**src/rtl/tmr_pkg.sv**
```systemverilog
package tmr_pkg;

   // register offsets on the byte bus
   typedef enum logic [1:0] {
      REG_CTRL   = 2'd0,
      REG_CNT_HI = 2'd1,
      REG_CNT_LO = 2'd2,
      REG_NONE   = 2'd3
   } reg_sel_e;

   // control register field positions
   localparam int unsigned CTRL_SEL_LSB  = 0;
   localparam int unsigned CTRL_CLR_BIT  = 4;
   localparam int unsigned CTRL_HALT_BIT = 5;

endpackage

```
**src/rtl/tmr_prescaler.sv**
```systemverilog
module tmr_prescaler #(
   parameter int unsigned STAGES = 7,
   parameter int unsigned SEL_W  = $clog2(STAGES + 1)
) (
   input  logic             clk,
   input  logic             rst_n,
   input  logic             clear,
   input  logic             hold,
   input  logic [SEL_W-1:0] sel,
   output logic             div_tick
);

   localparam int unsigned PSC_W  = STAGES - 1;
   localparam int unsigned N_TAPS = 1 << SEL_W;

   logic [PSC_W-1:0]  psc_q;
   logic [N_TAPS-1:0] taps;

   always_ff @(posedge clk or negedge rst_n) begin
      if (!rst_n)       psc_q <= '0;
      else if (clear)   psc_q <= '0;
      else if (!hold)   psc_q <= psc_q + PSC_W'(1);
   end

   // tap k fires once every 2**k cycles; codes beyond the last stage give no tick
   for (genvar k = 0; k < N_TAPS; k++) begin : g_tap
      if (k == 0) begin : g_every
         assign taps[k] = 1'b1;
      end else if (k < STAGES) begin : g_div
         assign taps[k] = &psc_q[k-1:0];
      end else begin : g_none
         assign taps[k] = 1'b0;
      end
   end

   assign div_tick = taps[sel];


   psc_hold_chk: assert property (@(posedge clk) disable iff (!rst_n)
      (hold && !clear) |=> $stable(psc_q));


   psc_clear_chk: assert property (@(posedge clk) disable iff (!rst_n)
      clear |=> (psc_q == '0));

endmodule

```
**src/rtl/tmr_extsync.sv**
```systemverilog
module tmr_extsync #(
   parameter int unsigned STAGES = 2
) (
   input  logic clk,
   input  logic rst_n,
   input  logic ext_pin,
   output logic edge_pulse
);

   // STAGES synchronizer flops plus one history flop for edge detection
   logic [STAGES:0] chain_q;

   always_ff @(posedge clk or negedge rst_n) begin
      if (!rst_n) chain_q <= '0;
      else        chain_q <= {chain_q[STAGES-1:0], ext_pin};
   end

   assign edge_pulse = chain_q[STAGES-1] & ~chain_q[STAGES];


   ext_single_chk: assert property (@(posedge clk) disable iff (!rst_n)
      edge_pulse |=> !edge_pulse);

endmodule

```
**src/rtl/tmr_count16.sv**
```systemverilog
module tmr_count16 #(
   parameter int unsigned CNT_W = 16
) (
   input  logic             clk,
   input  logic             rst_n,
   input  logic             clear,
   input  logic             step,
   output logic [CNT_W-1:0] cnt,
   output logic             wrap
);

   logic [CNT_W-1:0] cnt_q;
   logic             wrap_q;

   always_ff @(posedge clk or negedge rst_n) begin
      if (!rst_n) begin
         cnt_q  <= '0;
         wrap_q <= 1'b0;
      end else if (clear) begin
         cnt_q  <= '0;
         wrap_q <= 1'b0;
      end else begin
         wrap_q <= step & (&cnt_q);
         if (step) cnt_q <= cnt_q + CNT_W'(1);
      end
   end

   assign cnt  = cnt_q;
   assign wrap = wrap_q;


   wrap_zero_chk: assert property (@(posedge clk) disable iff (!rst_n)
      wrap |-> (cnt == '0));


   wrap_once_chk: assert property (@(posedge clk) disable iff (!rst_n)
      wrap |=> !wrap);


   cnt_clear_chk: assert property (@(posedge clk) disable iff (!rst_n)
      clear |=> (cnt == '0));


   cnt_step_chk: assert property (@(posedge clk) disable iff (!rst_n)
      (step && !clear) |=> (cnt == $past(cnt) + CNT_W'(1)));


   cnt_idle_chk: assert property (@(posedge clk) disable iff (!rst_n)
      (!step && !clear) |=> $stable(cnt));

endmodule

```
**src/rtl/tmr_readbuf.sv**
```systemverilog
module tmr_readbuf #(
   parameter int unsigned BYTE_W = 8
) (
   input  logic              clk,
   input  logic              rst_n,
   input  logic              capture,
   input  logic              release_lo,
   input  logic [BYTE_W-1:0] live_lo,
   output logic [BYTE_W-1:0] lo_view
);

   logic [BYTE_W-1:0] held_q;
   logic              valid_q;

   always_ff @(posedge clk or negedge rst_n) begin
      if (!rst_n) begin
         held_q  <= '0;
         valid_q <= 1'b0;
      end else if (capture) begin
         held_q  <= live_lo;
         valid_q <= 1'b1;
      end else if (release_lo) begin
         valid_q <= 1'b0;
      end
   end

   assign lo_view = valid_q ? held_q : live_lo;


   buf_frozen_chk: assert property (@(posedge clk) disable iff (!rst_n)
      (valid_q && !capture) |=> $stable(held_q));


   buf_take_chk: assert property (@(posedge clk) disable iff (!rst_n)
      capture |=> (valid_q && held_q == $past(live_lo)));


   buf_release_chk: assert property (@(posedge clk) disable iff (!rst_n)
      (release_lo && !capture) |=> (lo_view == live_lo));

endmodule

```
**src/rtl/pscl_timer.sv**
```systemverilog
module pscl_timer
   import tmr_pkg::*;
#(
   parameter int unsigned BYTE_W      = 8,
   parameter int unsigned DIV_STAGES  = 7,
   parameter int unsigned SYNC_STAGES = 2
) (
   input  logic              clk,
   input  logic              rst_n,
   input  logic [1:0]        bus_addr,
   input  logic              bus_wr,
   input  logic              bus_rd,
   input  logic [BYTE_W-1:0] bus_wdata,
   output logic [BYTE_W-1:0] bus_rdata,
   input  logic              ext_clk,
   output logic              cnt_wrap
);

   localparam int unsigned CNT_W = 2 * BYTE_W;
   localparam int unsigned SEL_W = $clog2(DIV_STAGES + 1);
   localparam logic [SEL_W-1:0] EXT_CODE = {SEL_W{1'b1}};

   // elaboration-time parameter checks
   if (BYTE_W < CTRL_HALT_BIT + 1) begin : g_bad_byte
      $error("BYTE_W too narrow for the control fields");
   end
   if (SEL_W > CTRL_CLR_BIT) begin : g_bad_sel
      $error("select field overlaps the clear bit");
   end
   if ((DIV_STAGES + 1) != (1 << SEL_W)) begin : g_bad_div
      $error("DIV_STAGES + 1 must be a power of two so the top code selects the pin");
   end
   if (DIV_STAGES < 2) begin : g_bad_min
      $error("DIV_STAGES must be at least 2");
   end
   if (SYNC_STAGES < 2) begin : g_bad_sync
      $error("SYNC_STAGES must be at least 2");
   end

   logic [SEL_W-1:0]  sel_q;
   logic              halt_q;
   logic              wr_ctrl, clr_pulse;
   logic              div_tick, ext_pulse, step;
   logic [CNT_W-1:0]  cnt;
   logic [BYTE_W-1:0] lo_view;
   logic [BYTE_W-1:0] ctrl_view;

   assign wr_ctrl   = bus_wr && (bus_addr == REG_CTRL);
   assign clr_pulse = wr_ctrl && bus_wdata[CTRL_CLR_BIT];

   always_ff @(posedge clk or negedge rst_n) begin
      if (!rst_n) begin
         sel_q  <= '0;
         halt_q <= 1'b0;
      end else if (wr_ctrl) begin
         sel_q  <= bus_wdata[CTRL_SEL_LSB +: SEL_W];
         halt_q <= bus_wdata[CTRL_HALT_BIT];
      end
   end

   tmr_prescaler #(.STAGES(DIV_STAGES), .SEL_W(SEL_W)) u_psc (
      .clk      (clk),
      .rst_n    (rst_n),
      .clear    (clr_pulse),
      .hold     (halt_q),
      .sel      (sel_q),
      .div_tick (div_tick)
   );

   tmr_extsync #(.STAGES(SYNC_STAGES)) u_sync (
      .clk        (clk),
      .rst_n      (rst_n),
      .ext_pin    (ext_clk),
      .edge_pulse (ext_pulse)
   );

   assign step = ~halt_q & ((sel_q == EXT_CODE) ? ext_pulse : div_tick);

   tmr_count16 #(.CNT_W(CNT_W)) u_cnt (
      .clk   (clk),
      .rst_n (rst_n),
      .clear (clr_pulse),
      .step  (step),
      .cnt   (cnt),
      .wrap  (cnt_wrap)
   );

   tmr_readbuf #(.BYTE_W(BYTE_W)) u_buf (
      .clk        (clk),
      .rst_n      (rst_n),
      .capture    (bus_rd && (bus_addr == REG_CNT_HI)),
      .release_lo (bus_rd && (bus_addr == REG_CNT_LO)),
      .live_lo    (cnt[BYTE_W-1:0]),
      .lo_view    (lo_view)
   );

   always_comb begin
      ctrl_view = '0;
      ctrl_view[CTRL_SEL_LSB +: SEL_W] = sel_q;
      ctrl_view[CTRL_HALT_BIT]         = halt_q;
   end

   always_comb begin
      case (bus_addr)
         REG_CTRL:   bus_rdata = ctrl_view;
         REG_CNT_HI: bus_rdata = cnt[CNT_W-1:BYTE_W];
         REG_CNT_LO: bus_rdata = lo_view;
         default:    bus_rdata = '0;
      endcase
   end


   halt_hold_chk: assert property (@(posedge clk) disable iff (!rst_n)
      (halt_q && !clr_pulse) |=> $stable(cnt));


   park_zero_chk: assert property (@(posedge clk) disable iff (!rst_n)
      (wr_ctrl && bus_wdata[CTRL_HALT_BIT] && bus_wdata[CTRL_CLR_BIT])
      |=> (cnt == '0 && halt_q));


   clr_reads_zero_chk: assert property (@(posedge clk) disable iff (!rst_n)
      clr_pulse |=> !bus_rdata[CTRL_CLR_BIT] || (bus_addr != REG_CTRL));


   cnt_write_ignored_chk: assert property (@(posedge clk) disable iff (!rst_n)
      (bus_wr && bus_addr != REG_CTRL && !step) |=> $stable(cnt));

endmodule

```
**config.mk**
```make
export PLATFORM = sky130hd
export DESIGN_NAME = pscl_timer
export DESIGN_NICKNAME = d
export VERILOG_FILES = /design/src/rtl/tmr_pkg.sv /design/src/rtl/tmr_prescaler.sv /design/src/rtl/tmr_extsync.sv /design/src/rtl/tmr_count16.sv /design/src/rtl/tmr_readbuf.sv /design/src/rtl/pscl_timer.sv
export SDC_FILE = /design/constraint.sdc
export NUM_CORES = 1
export LEC_CHECK = 0
export BUFFER_PORTS_ARGS = -buffer_cell sky130_fd_sc_hd__buf_2
export CORE_ASPECT_RATIO = 0.5
export CORE_MARGIN = 2
export CORE_UTILIZATION = 28
export DETAILED_ROUTE_END_ITERATION = 10
export GPL_ROUTABILITY_DRIVEN = 0
export PLACE_DENSITY_LB_ADDON = 0.3
export SYNTH_ARGS = -nofsm -noshare
export SYNTH_HDL_FRONTEND = slang
export SYNTH_SLANG_ARGS = --single-unit
```
**constraint.sdc**
```tcl
create_clock -name clk -period 1.8 [get_ports clk]
set_input_delay 0.54 -clock clk [delete_from_list [all_inputs] [get_ports clk]]
set_output_delay 0.54 -clock clk [all_outputs]
set_load 0.005 [all_outputs]
```
==> flow_metrics.tcl, run 1 <==
set metrics [dict create \
    avgSynthCellArea_sq_um 10.35 \
    stdcell_count 350 \
    num_rows 21 \
    clk_pin_slew_ns 0.06 \
    required_ns 2.01 \
    multiInputGateArea_sq_um 1204 \
    antenna_found_initial 0 \
    syn_nets 215 \
    initial_utilization_pct 29.59 \
    antenna_cells 0 \
    final_nets 276 \
    slew_headroom_pct 68.00 \
    fillers 645 \
    max_freq_ghz 0.5018 \
    p_per_area_nw_per_um2 1141 \
    fin_util_pct 43.19 \
    clockBufferDepth 2 \
    syn_inst 196 \
    ys.flop_type "dfrtp_1" \
    rsz0062_at_grt "true" \
    setup_ws_ns -0.1927 \
    grt_pass1_vias 1789 \
    via_per_inst 5.031 \
    vias 1761 \
    numCtsBuffers 5 \
    skew_ns 0.005623 \
    root_buffer "clkbuf_16" \
    route.detailed.drc 0 \
    core_sq_um 6858 \
    end_kind "flip-flop" \
    violations "setup timing" \
    whs_ns 0.2156 \
    period_share_pct 110.7 \
    worstPathMaxFanout 6 \
    grt_pass1_wl_um 8866 \
    die_h_um 64.20 \
    yosysUniqueCellTypes 39 \
    grt.total_usage_pct 14.12 \
    syn_area_sq_um 2029 \
    yosysSeqAreaShare_pct 48.09 \
    grt_overflow 0 \
    status "complete, but fails checks" \
    maxCapViolations 0 \
    netlist_top_cells_area "dfrtp_1 48%, mux2i_1 8.4%, mux2_2 5.5%" \
    numPortBuffers 20 \
    routed_wl_um 5203 \
    die_x_um 124.4 \
    routedWlPerCell_um 14.87 \
    start_kind "flip-flop" \
    area_growth_pct 45.93 \
    ios 24 \
    p_leak_uw 0.001311 \
    tightestPinTransition_ns 0.4801 \
    seq_area_sq_um 977.2 \
    arrival_ns 2.20 \
    synthArstFlopShare_pct 100.0 \
    totalPowerFinal_uw 3378 \
    fin_crit_ns 1.993 \
    synth_edf_count 0 \
    drive_gt1_share_pct 40.31 \
    dp_cells 329 \
    cts_max_level 2 \
    critPathKind "reg2reg" \
    dr.pass1.iters 4 \
    setup_violations 20 \
    drtIter0Drc 110 \
    cts_tree "built" \
    peakVddDrop_v 0.0004401 \
    clk_latency_ns 0.28 \
    synth.largest_area_cell "dfrtp_1" \
    cts_sinks 39 \
    postRouteAntennaNets 0 \
    cts.hold.buffers_added 0 \
    grt_max_degree 22 \
    preCtsSetupSlack_ns -0.2727 \
    ys_seq_elements 39 \
    hold_violations 0 \
    ys_warn_count 0 \
    synth_top_area_share_pct 48.09 \
    drv_slew 0 \
    hold_path_class "in2async" \
    dieArea_sq_um 7986 \
    place.detailed.hpwl_um 3472 \
]
==> placed cells by master, fill, tap and decap left out, types with 6 or more instances in the layout <==
master and count:
o22ai_1 8, nand2_1 14, buf_6 9, nand3_1 6, or3_1 9, mux2i_1 15
a21oi_1 9, mux2_2 10, buf_2 20, o21ai_0 9, nor2_1 10, buf_4 30
dfrtp_1 38
==> kinds of logic (layout without fill, tap and decap cells) <==
family / after synthesis / after routing / synth area share, %
buffers and inverters: 15 / 76 / 2.897
multiplexers: 27 / 27 / 13.93
flip-flops: 39 / 39 / 48.09
XOR/XNOR: 5 / 5 / 2.158
AND/OR/NAND/NOR: 62 / 62 / 16.09
AO/OA/AOI/OAI: 44 / 45 / 14.37
adder cells (fa/ha/maj): 4 / 4 / 2.466
==> Yosys cell counts (all sizes together), types with 4 or more instances <==
| master | n |
|---|---|
| a21oi | 12 |
| clkbuf | 7 |
| dfrtp | 39 |
| ha | 4 |
| inv | 6 |
| mux2 | 10 |
| mux2i | 17 |
| nand2 | 14 |
| nand3 | 8 |
| nor2 | 10 |
| o21ai | 14 |
| o22ai | 8 |
| or3 | 10 |
==> area by class of cell <==
| class | instances | area share [%] |
|---|---|---|
| clock buffers | 8 | 5.281 |
| inverters | 6 | 0.7605 |
| multi-input cells | 143 | 40.64 |
| flip-flops and latches | 39 | 33.00 |
| well taps | 92 | 3.887 |
| repair buffers | 62 | 16.43 |
==> state kept, by name (all words and copies together) (netlist names) <==
register and flops:
u_psc.psc_q 6, u_buf.valid_q 1, u_buf.held_q 8, u_cnt.cnt 16
sel_q 3, u_sync.chain_q 3, u_cnt.wrap 1, halt_q 1
==> layer usage <==
layer / global-route usage (%) / up-vias / share of wire [%] / routed length, um
met3: 3.266 / 8 / 2.9 / 153
met2: 23.98 / 31 / 49 / 2538
met5: 0 / - / 0 / 0
met1: 17.75 / 878 / 47 / 2435
li1: - / 844 / - / -
met4: 5.197 / 0 / 1.4 / 74
==> worst max-delay path: stages (launching register included) <==
cell      delay, ns
dfrtp_1        0.39
ha_4           0.16
nand3_4        0.06
buf_4          0.14
a221oi_4       0.31
buf_4          0.19
o211ai_4       0.11
or4_1          0.42
a21oi_1        0.13
==> power breakdown <==
group	switching [uW]	internal, uW	total (uW)
logic	566	654	1220
clock network	331	590	921
registers	161	1080	1240
total	1060	2320	3380
==> timing repair <==
action | 4_1_cts | 5_1_grt
pin swaps | 13 | 12
endpoints found under the setup margin | 24 | 25
buffers inserted | 7 | 5
resized for setup | 30 | 12
cloned | 1 | 0
==> worst paths after layout <==
kind | startpoint | endpoint | slack, ns | cells past startpoint
worst min register to register | u_sync.chain_q[0] | u_sync.chain_q[1] | 0.35 | 0
max in group asynchronous | rst_n | u_buf.valid_q | 1.09 | 2
worst min-delay path | rst_n | u_psc.psc_q[1] | 0.22 | 1
min in group clk | u_sync.chain_q[0] | u_sync.chain_q[1] | 0.35 | 0
worst max register to register | u_psc.psc_q[1] | u_cnt.cnt[15] | -0.19 | 8
worst max-delay path | u_psc.psc_q[1] | u_cnt.cnt[15] | -0.19 | 8
==> metrics by stage <==
stage,cell area (sq um),TNS (ns)
after floorplan,2067,-0.7074
after global placement,2496,-2.958
after detailed placement,2496,-3.812
after CTS,2859,-2.908
after global routing,2962,-4.645
final,2962,-2.276
(Power assumes the default switching activity.)
==> run 2: changes to the inputs <==
Settings changed: ABC_AREA from default to 1.
==> flow_metrics.tcl, run 2 <==
set metrics [dict create \
    yosysUniqueCellTypes 31 \
    postRouteAntennaNets 0 \
    end_kind "primary output" \
    cp_cell_sequence "inv_4 -> o21ai_0 -> o221ai_2 -> buf_2" \
    regToRegSetupSlack_ns 0.01 \
    fin_util_pct 37.83 \
    yosysMostFrequentCell "nand2_1" \
    worstPathMaxFanout 14 \
    die_h_um 68.93 \
    grt_pass1_wl_um 9942 \
    period_share_pct 103.3 \
    final_nets 383 \
    clk_pin_slew_ns 0.06 \
    ys_seq_elements 39 \
    clk_latency_ns 0.29 \
    synth_top_area_share_pct 41.34 \
    rsz0062_at_grt "true" \
    core_sq_um 8087 \
    tightestPinTransition_ns 0.3138 \
    slew_headroom_pct 79.02 \
    route.detailed.drc 0 \
    met1_usage_pct 18.43 \
    numPortBuffers 20 \
    skew_ns 0.007549 \
    syn_area_sq_um 2361 \
    avgSynthCellArea_sq_um 7.220 \
    drtIter0Drc 167 \
    cts_sinks 39 \
    tns_ns -0.1091 \
    syn_nets 346 \
    routed_wl_um 6275 \
    maxCapViolations 0 \
    dieArea_sq_um 9227 \
    vias 2238 \
    synth_edf_count 0 \
    met2_usage_pct 22.82 \
    initial_utilization_pct 29.20 \
    max_freq_ghz 0.5377 \
    grt.total_usage_pct 13.89 \
    setup_violations 4 \
    cts_tree "built" \
    comb_power_share_pct 31.8 \
    numCtsBuffers 5 \
    p_seq_share_pct 42.2 \
    clkPwrFrac_pct 26.0 \
    status "complete, but fails checks" \
    slowest_delay_ns 0.42 \
    grt_max_degree 40 \
    root_buffer "clkbuf_16" \
    antenna_cells 0 \
    cp_num_buf_inv 2 \
    critPathKind "reg2out" \
    synthArstFlopShare_pct 100.0 \
    final_cell_mix "86 x nand2_1, 40 x nor2_1, 37 x dfrtp_1" \
    switchingPower_uw 1251 \
    num_rows 23 \
    mostFrequentLayoutCell "nand2_1" \
    reg2reg_depth 11 \
    place_area_sq_um 2634 \
    crit_slowest_cell "dfrtp_1" \
    routedWlPerCell_um 13.16 \
    timing.rr.end "u_cnt.cnt[0]" \
    cts.hold.buffers_added 0 \
    critPathTopFamily "flip-flops" \
    required_ns 1.26 \
    drive_gt1_share_pct 27.12 \
    antenna_found_initial 0 \
    die_x_um 133.9 \
    fin_crit_ns 1.860 \
    ios 24 \
    met3_usage_pct 3.070 \
    yosysSeqAreaShare_pct 41.34 \
    p_leak_uw 0.001471 \
    hold_path_class "in2async" \
    grt_overflow 0 \
    start_kind "flip-flop" \
    synth.largest_area_cell "dfrtp_1" \
    drv_slew 0 \
    violations "setup timing" \
    arrival_ns 1.32 \
    place.detailed.hpwl_um 4146 \
    netlist_top_cells_area "dfrtp_1 41%, nand2_1 15%, nand3_1 7.0%" \
    finalInstanceArea_sq_um 3059 \
    cts_max_level 2 \
    netSwitchingFraction_pct 37.40 \
    area_growth_pct 29.57 \
    via_per_inst 4.692 \
    ys_warn_count 0 \
    largest_reg_flops 16 \
    p_int_uw 2094 \
    r2r_start "u_psc.psc_q[1]" \
    p_per_area_nw_per_um2 1093 \
    top_usage_layer "met2" \
    clockBufferDepth 2 \
    peakVddDrop_v 0.0004030 \
    syn_inst 327 \
    synth.top_cells.by_count "95 x nand2_1, 41 x nor2_1, 39 x dfrtp_1, 38 x inv_1, 33 x nand3_1" \
    grt_pass1_vias 2084 \
    ys.flop_type "dfrtp_1" \
    hold_violations 0 \
    dr.pass1.iters 5 \
    setup_ws_ns -0.05990 \
]
run 2: cell count changes after synthesis, sizes merged, moves of 8 or more:
cell / delta
o21ai: +8
mux2: -9
nand3: +28
inv: +35
nand2: +85
nor2: +32
or3: -10
mux2i: -17
run 2: power groups by stage:
stage	Combinational, uW	Clock (uW)	Sequential, uW
after global routing	1210	919	1450
after CTS	893	890	1370
after global placement	865	0	1380
final	1060	869	1410
after floorplan	651	0	1310
after detailed placement	871	0	1390
run 2: stage by stage:
step | total power, uW | hold slack [ns] | setup slack (ns) | std cells
floorplan | 1962 | 0.2444 | 0.1078 | 327
global route | 3573 | 0.2372 | -0.1226 | 477
global placement | 2249 | 0.3317 | -0.1192 | 461
detailed placement | 2259 | 0.3347 | -0.09442 | 461
CTS | 3155 | 0.2270 | -0.04022 | 470
finish | 3345 | 0.2142 | -0.05990 | 477
run 2: layout make-up:
class                   count  area, sq um
inverters                  41        163.9
clock inverters             1        5.005
well taps                 112        140.1
multi-input cells         241         1346
clock buffers               7        132.6
fillers                   835         5027
flip-flops and latches     39        978.4
repair buffers             36        292.8
run 2: worst register-to-register path: cells and delay by family, from the launching register on:
kind                       cells  cell delay, ns
buffers and inverters          2            0.36
adders and majority gates      2            0.36
and+or+nand+nor                7            0.61
DFF                            1            0.40
run 2: what timing repair did:
action | 4_1_cts | 5_1_grt
gates cloned | 0 | 3
pin swaps | 0 | 22
buffers inserted | 1 | 4
endpoints found under the setup margin | 8 | 25
gates resized for setup | 6 | 46
run 2: worst max path at each step:
| stage | startpoint | to | depth (start not counted) |
|---|---|---|---|
| after CTS | u_buf.valid_q | bus_rdata[2] | 5 |
| after global routing | u_buf.valid_q | bus_rdata[1] | 4 |
| after floorplan | u_psc.psc_q[0] | u_cnt.cnt[7] | 13 |
| final | u_buf.valid_q | bus_rdata[1] | 4 |
| after detailed placement | bus_addr[0] | bus_rdata[3] | 7 |
| after global placement | bus_addr[0] | bus_rdata[3] | 7 |
run 2: routing by layer:
layer	vias up	share of wire, %
met2	33	44
met3	7	3.8
met4	0	1.2
met5	-	0
met1	1056	51
li1	1142	-
run 2: logic make-up after synthesis:
group	synth area share, %
flops	41.34
compound gates	10.65
simple gates	35.45
fa+ha+maj	2.120
xor+xnor	0.3710
buf+inv	9.592
mux	0.4769
